[src/rtl/serchain_reader.sv]
module serchain_reader #(
  parameter int CHIPS = 2,
  parameter int DIV_W = 8
) (
  input  logic               clk,
  input  logic               rst_n,
  input  logic               rd_req,
  input  logic               status_mode,
  input  logic               ignore_uv,
  input  logic               fault_shared,
  input  logic [CHIPS-1:0]   fault_in,
  input  logic [DIV_W-1:0]   clk_div,
  output logic               spi_sclk,
  output logic               spi_cs_n,
  input  logic               spi_miso,
  output logic               busy,
  output logic               rd_done,
  output logic [8*CHIPS-1:0] in_bits,
  output logic [CHIPS-1:0]   crc_err,
  output logic [CHIPS-1:0]   overtemp,
  output logic [CHIPS-1:0]   uv_alarm,
  output logic [CHIPS-1:0]   uv_warn,
  output logic [CHIPS-1:0]   fault_seen,
  output logic [CHIPS-1:0]   chip_bad
);
  localparam int FRAME_MAX = 16 * CHIPS;
  localparam int CNT_W     = $clog2(FRAME_MAX + 1);

  logic                 mode_q, ign_q;
  logic [DIV_W-1:0]     div_q, div_cnt;
  logic [CNT_W-1:0]     bit_cnt, nbits;
  logic [FRAME_MAX-1:0] shreg;

  logic [8*CHIPS-1:0] nx_in;
  logic [CHIPS-1:0]   nx_crc, nx_ot, nx_uva, nx_uvw, nx_flt;

  function automatic logic [4:0] crc5(input logic [7:0] d);
    logic [4:0] c;
    c = '0;
    for (int b = 7; b >= 0; b--) begin
      if (c[4] ^ d[b]) c = {c[3:0], 1'b0} ^ 5'h15;
      else             c = {c[3:0], 1'b0};
    end
    return c;
  endfunction

  assign nbits = mode_q ? CNT_W'(FRAME_MAX) : CNT_W'(8 * CHIPS);

  for (genvar g = 0; g < CHIPS; g++) begin : g_chip
    logic [7:0] din, st;
    logic       line;
    assign din  = mode_q ? shreg[FRAME_MAX-1-16*g -: 8] : shreg[8*CHIPS-1-8*g -: 8];
    assign st   = shreg[FRAME_MAX-9-16*g -: 8];
    assign line = fault_shared ? fault_in[0] : fault_in[g];
    assign nx_in[8*g +: 8] = din;
    assign nx_crc[g] = mode_q && (st[7:3] != crc5(din));
    assign nx_ot[g]  = mode_q && st[1];
    assign nx_uva[g] = mode_q && !ign_q && !st[2];
    assign nx_uvw[g] = mode_q && !ign_q && !st[0];
    assign nx_flt[g] = !ign_q && line;
  end

  always_ff @(posedge clk or negedge rst_n) begin
    if (!rst_n) begin
      spi_sclk   <= 1'b0;
      spi_cs_n   <= 1'b1;
      busy       <= 1'b0;
      rd_done    <= 1'b0;
      mode_q     <= 1'b0;
      ign_q      <= 1'b0;
      div_q      <= '0;
      div_cnt    <= '0;
      bit_cnt    <= '0;
      shreg      <= '0;
      in_bits    <= '0;
      crc_err    <= '0;
      overtemp   <= '0;
      uv_alarm   <= '0;
      uv_warn    <= '0;
      fault_seen <= '0;
      chip_bad   <= '0;
    end else begin
      rd_done <= 1'b0;
      if (!busy) begin
        if (rd_req) begin
          busy     <= 1'b1;
          spi_cs_n <= 1'b0;
          mode_q   <= status_mode;
          ign_q    <= ignore_uv;
          div_q    <= clk_div;
          div_cnt  <= '0;
          bit_cnt  <= '0;
          shreg    <= '0;
        end
      end else if (div_cnt == div_q) begin
        div_cnt <= '0;
        if (!spi_sclk) begin
          spi_sclk <= 1'b1;
          shreg    <= {shreg[FRAME_MAX-2:0], spi_miso};
        end else begin
          spi_sclk <= 1'b0;
          bit_cnt  <= bit_cnt + CNT_W'(1);
          if (bit_cnt == nbits - CNT_W'(1)) begin
            busy       <= 1'b0;
            spi_cs_n   <= 1'b1;
            rd_done    <= 1'b1;
            in_bits    <= nx_in;
            crc_err    <= nx_crc;
            overtemp   <= nx_ot;
            uv_alarm   <= nx_uva;
            uv_warn    <= nx_uvw;
            fault_seen <= nx_flt;
            chip_bad   <= nx_flt | nx_crc | nx_ot | nx_uva;
          end
        end
      end else begin
        div_cnt <= div_cnt + DIV_W'(1);
      end
    end
  end

  AST_DONE_PULSE: assert property (@(posedge clk) disable iff (!rst_n)
    rd_done |=> !rd_done);
  AST_OUT_HOLD: assert property (@(posedge clk) disable iff (!rst_n)
    !rd_done |-> $stable(chip_bad) && $stable(in_bits));
  AST_IDLE_CS: assert property (@(posedge clk) disable iff (!rst_n)
    !busy |-> spi_cs_n);
  AST_IDLE_SCLK: assert property (@(posedge clk) disable iff (!rst_n)
    spi_cs_n |-> !spi_sclk);
  AST_CFG_LOCKED: assert property (@(posedge clk) disable iff (!rst_n)
    busy |=> !busy || ($stable(mode_q) && $stable(ign_q) && $stable(div_q)));
  AST_WARN_ALONE: assert property (@(posedge clk) disable iff (!rst_n)
    rd_done |-> (chip_bad & ~(fault_seen | crc_err | overtemp | uv_alarm)) == '0);
  AST_IGNORE_UV: assert property (@(posedge clk) disable iff (!rst_n)
    rd_done && ign_q |-> (uv_alarm | uv_warn | fault_seen) == '0);
  AST_BYTE_MODE: assert property (@(posedge clk) disable iff (!rst_n)
    rd_done && !mode_q |-> (crc_err | overtemp | uv_alarm | uv_warn) == '0);
endmodule

[config.mk]
export PLATFORM = sky130hd
export DESIGN_NAME = serchain_reader
export DESIGN_NICKNAME = d
export VERILOG_FILES = /design/src/rtl/serchain_reader.sv
export SDC_FILE = /design/constraint.sdc
export NUM_CORES = 1
export LEC_CHECK = 0
export ABC_AREA = 1
export BUFFER_PORTS_ARGS = -buffer_cell sky130_fd_sc_hd__buf_2
export CAP_MARGIN = 20
export CORE_ASPECT_RATIO = 1.25
export CORE_UTILIZATION = 44
export DETAILED_ROUTE_END_ITERATION = 10
export PLACE_DENSITY = 0.75
export SYNTH_ARGS = -nofsm -noshare
export SYNTH_HDL_FRONTEND = slang
export SYNTH_SLANG_ARGS = --single-unit
[constraint.sdc]
create_clock -name clk -period 2.55 [get_ports clk]
set_clock_uncertainty 0.05 [all_clocks]
set_input_delay 0.255 -clock clk [delete_from_list [all_inputs] [get_ports clk]]
set_output_delay 0.255 -clock clk [all_outputs]
set_load 0.05 [all_outputs]
==> impl_metrics.json <==
{
  "first_global_vias": 3942,
  "ir_worst_vdd_mv": 0.736,
  "layout_setup_ws_ns": -0.242,
  "hold_end": "div_q[1]",
  "rrSetupSlack_ns": -0.24,
  "period_share_pct": 109,
  "holdCritPathClass": "in2reg",
  "r2r-start": "mode_q",
  "worstSetupPathType": "reg2reg",
  "async_flop_share_pct": 100,
  "numCtsBuffers": 9,
  "leakage_nw": 3.10,
  "grt.total_usage_pct": 21.4,
  "cp_max_fo": 6,
  "clkTransAtPathRegs_ns": 0.07,
  "drive_gt1_share_pct": 31.5,
  "combPwrFrac_pct": 63.3,
  "syn_inst": 548,
  "boundaryPins": 49,
  "nets": 653,
  "grt_max_degree": 55,
  "clk_latency_ns": 0.35,
  "routed_via_density": 5.30,
  "core-area_um2": 10100,
  "fp.dieArea_um2": 10800,
  "r2r-end": "chip_bad[0]",
  "finalHoldViolCount": 0,
  "crit_required_ns": 2.74,
  "antenna_found_initial": 0,
  "rsz0062_at_grt": "true",
  "reg2reg_depth": 22,
  "netlist_area_um2": 4570,
  "wl_um": 11500,
  "min_period_ns": 2.79,
  "ys_seq_area_share_pct": 48.2,
  "holdPathStages": 3,
  "p_total_mw": 9.18,
  "vias": 4074,
  "dieWidth_um": 93.2,
  "power_density_nw_per_um2": 1560,
  "worst_pin_slew_ns": 0.696,
  "synthFlopType": "dfrtp_1",
  "seqPwrFrac_pct": 22.1,
  "synth_edf_count": 0,
  "cts_sinks": 88,
  "synth.ff_latch_count": 88,
  "yosys_warnings": 0,
  "violations": "negative setup slack",
  "num_rows": 41,
  "floorplan.initialDensity_pct": 45.3,
  "status": "complete, but fails checks",
  "power.clock.fraction_pct": 14.7,
  "route.detailed.drc": 0,
  "clockBufferDepth": 2,
  "antenna_cells": 0,
  "chipHeight_um": 116,
  "area_growth_pct": 28.9,
  "grt_pass1_wl_um": 17800,
  "drv_slew": 0,
  "cp-startpoint": "mode_q",
  "drtPass1Iterations": 5,
  "h-tree-depth": 3,
  "cp.arrival_ns": 2.98,
  "yosysUniqueCellTypes": 40,
  "setup_viol": 3,
  "maxSlewHeadroom_pct": 53.6,
  "crit_path_start_kind": "register",
  "gp_congestion": 0.842,
  "wl_per_cell_um": 15.0,
  "swShare_pct": 47.1,
  "hpwlAfterDp_um": 7490,
  "cts_tree": "done",
  "overflow": 0,
  "syn_nets": 567,
  "cts-root-buf": "clkbuf_16",
  "first_iter_violations": 262,
  "ant_nets": 0,
  "syn_area_per_cell_um2": 8.35,
  "max_freq_mhz": 358,
  "p_int_mw": 4.85,
  "p_switching_mw": 4.33,
  "final_util_pct": 58.3,
  "port_buffers": 48,
  "crit_path_end_kind": "register",
  "worst_hold_startpoint": "clk_div[1]",
  "maxCapViolations": 0
}
metrics by stage:
step / cell area (um2) / instances / setup TNS [ns] / hold slack (ns) / worst slack, ns
after detailed placement: 5140 / 739 / -0.293 / 0.300 / -0.147
after global routing: 5900 / 768 / -1.18 / 0.0418 / -0.394
final: 5900 / 768 / -0.470 / 0.0505 / -0.242
after CTS: 5540 / 759 / -0.203 / 0.0428 / -0.108
after floorplan: 4570 / 548 / 0 / -0.0906 / 0.210
after global placement: 5140 / 739 / 0 / 0.287 / 0.00585
worst max path at each step:
stage | end | slack [ns] | depth (start not counted)
2_1_floorplan | chip_bad[0] | 0.21 | 18
3_3_place_gp | chip_bad[1] | 0.006 | 23
5_1_grt | chip_bad[0] | -0.39 | 21
4_1_cts | chip_bad[1] | -0.11 | 23
3_5_place_dp | chip_bad[0] | -0.15 | 21
6_report | chip_bad[0] | -0.24 | 22
area by class of cell:
type,count,area (um2)
Fill cell,817,4210
Multi-Input combinational cell,368,2320
Sequential cell,88,2200
Timing Repair Buffer,92,616
Inverter,75,287
Clock buffer,10,239
Tap cell,129,161
Clock inverter,6,67.6
worst max-delay path, cell delays in order (launching register included):
cell	delay [ns]
dfrtp_1	0.42
buf_12	0.16
buf_8	0.12
nand2_4	0.07
nand2_4	0.06
buf_4	0.14
xnor3_1	0.34
nand2_1	0.09
nand2_2	0.08
clkinv_1	0.09
nand2_4	0.09
nand2_4	0.11
nand2_4	0.08
nand3_2	0.09
nand2_2	0.06
nor2_1	0.09
nand2_1	0.06
nor2_1	0.11
nand3_1	0.10
nand2_1	0.09
nand3_1	0.07
nand2_1	0.07
inv_1	0.04
repair_timing:
item                                    4_1_cts  5_1_grt
resized for setup                            15       61
pin swaps                                     1       21
hold buffers                                  1        0
endpoints found under the hold margin        53        0
cloned                                        0        0
endpoints found under the setup margin        4       11
buffers inserted                              3        9
sequential cells by signal, indices dropped and copies added, names as in the netlist, 2 cells and up:
name,count
shreg,32
in_bits,16
div_cnt,8
div_q,8
bit_cnt,6
chip_bad,2
crc_err,2
fault_seen,2
overtemp,2
uv_alarm,2
uv_warn,2
synth_stat cells, types with 2 or more instances:
cell,n,area (um2)
nand2_1,152,571
o21ai_0,37,185
nand2_2,15,93.8
nor3_1,6,30.0
xor2_1,15,131
xnor3_1,3,67.6
nand2_4,7,78.8
o21ai_1,5,25.0
clkbuf_1,12,45.0
nand4_1,3,18.8
nand3_2,7,70.1
nand3_1,35,175
o22ai_1,37,231
dfrtp_1,87,2180
or2_2,10,62.6
o31ai_1,2,15.0
nor2_1,16,60.1
a221oi_1,2,17.5
ha_1,2,25.0
xnor2_1,2,17.5
inv_1,71,267
a21oi_1,2,10.0
o21ai_2,2,17.5
inv_2,2,7.51
power groups by stage:
stage / Sequential (mW) / Clock [mW] / Combinational (mW)
3_3_place_gp: 2.02 / 0 / 3.82
5_1_grt: 2.06 / 1.44 / 6.29
3_5_place_dp: 2.03 / 0 / 4.06
4_1_cts: 2.01 / 1.37 / 4.35
6_report: 2.03 / 1.35 / 5.81
2_1_floorplan: 2.00 / 0 / 3.03
metal layers:
metal	wire [um]	share of wire (%)	GRT usage, %
met1	4570	40	24.9
met2	6080	53	37.5
met5	0	0	0
met3	503	4.4	5.12
met4	347	3.0	9.13
cell families (layout without fill, tap and decap cells):
group / after synthesis / count (layout) / share of synthesized area (%)
and+or+nand+nor: 255 / 255 / 26.0
muxes: 1 / 1 / 0.219
DFF: 88 / 88 / 48.2
adders and majority gates: 2 / 2 / 0.547
AOI/OAI and AO/OA: 88 / 88 / 11.2
buffers and inverters: 92 / 183 / 8.29
xor gates and xnor gates: 22 / 22 / 5.61
cell usage in the layout, fill, tap and decap left out, drive strengths merged, types with 2 or more instances in the layout:
cell type,count
a21oi,2
a221oi,2
buf,91
clkbuf,10
clkinv,3
clkinvlp,2
dfrtp,87
ha,2
inv,75
nand2,174
nand3,42
nand4,3
nor2,17
nor3,6
o21ai,44
o22ai,37
o31ai,2
or2,12
xnor2,2
xnor3,4
xor2,16
(Power assumes the default switching activity.)
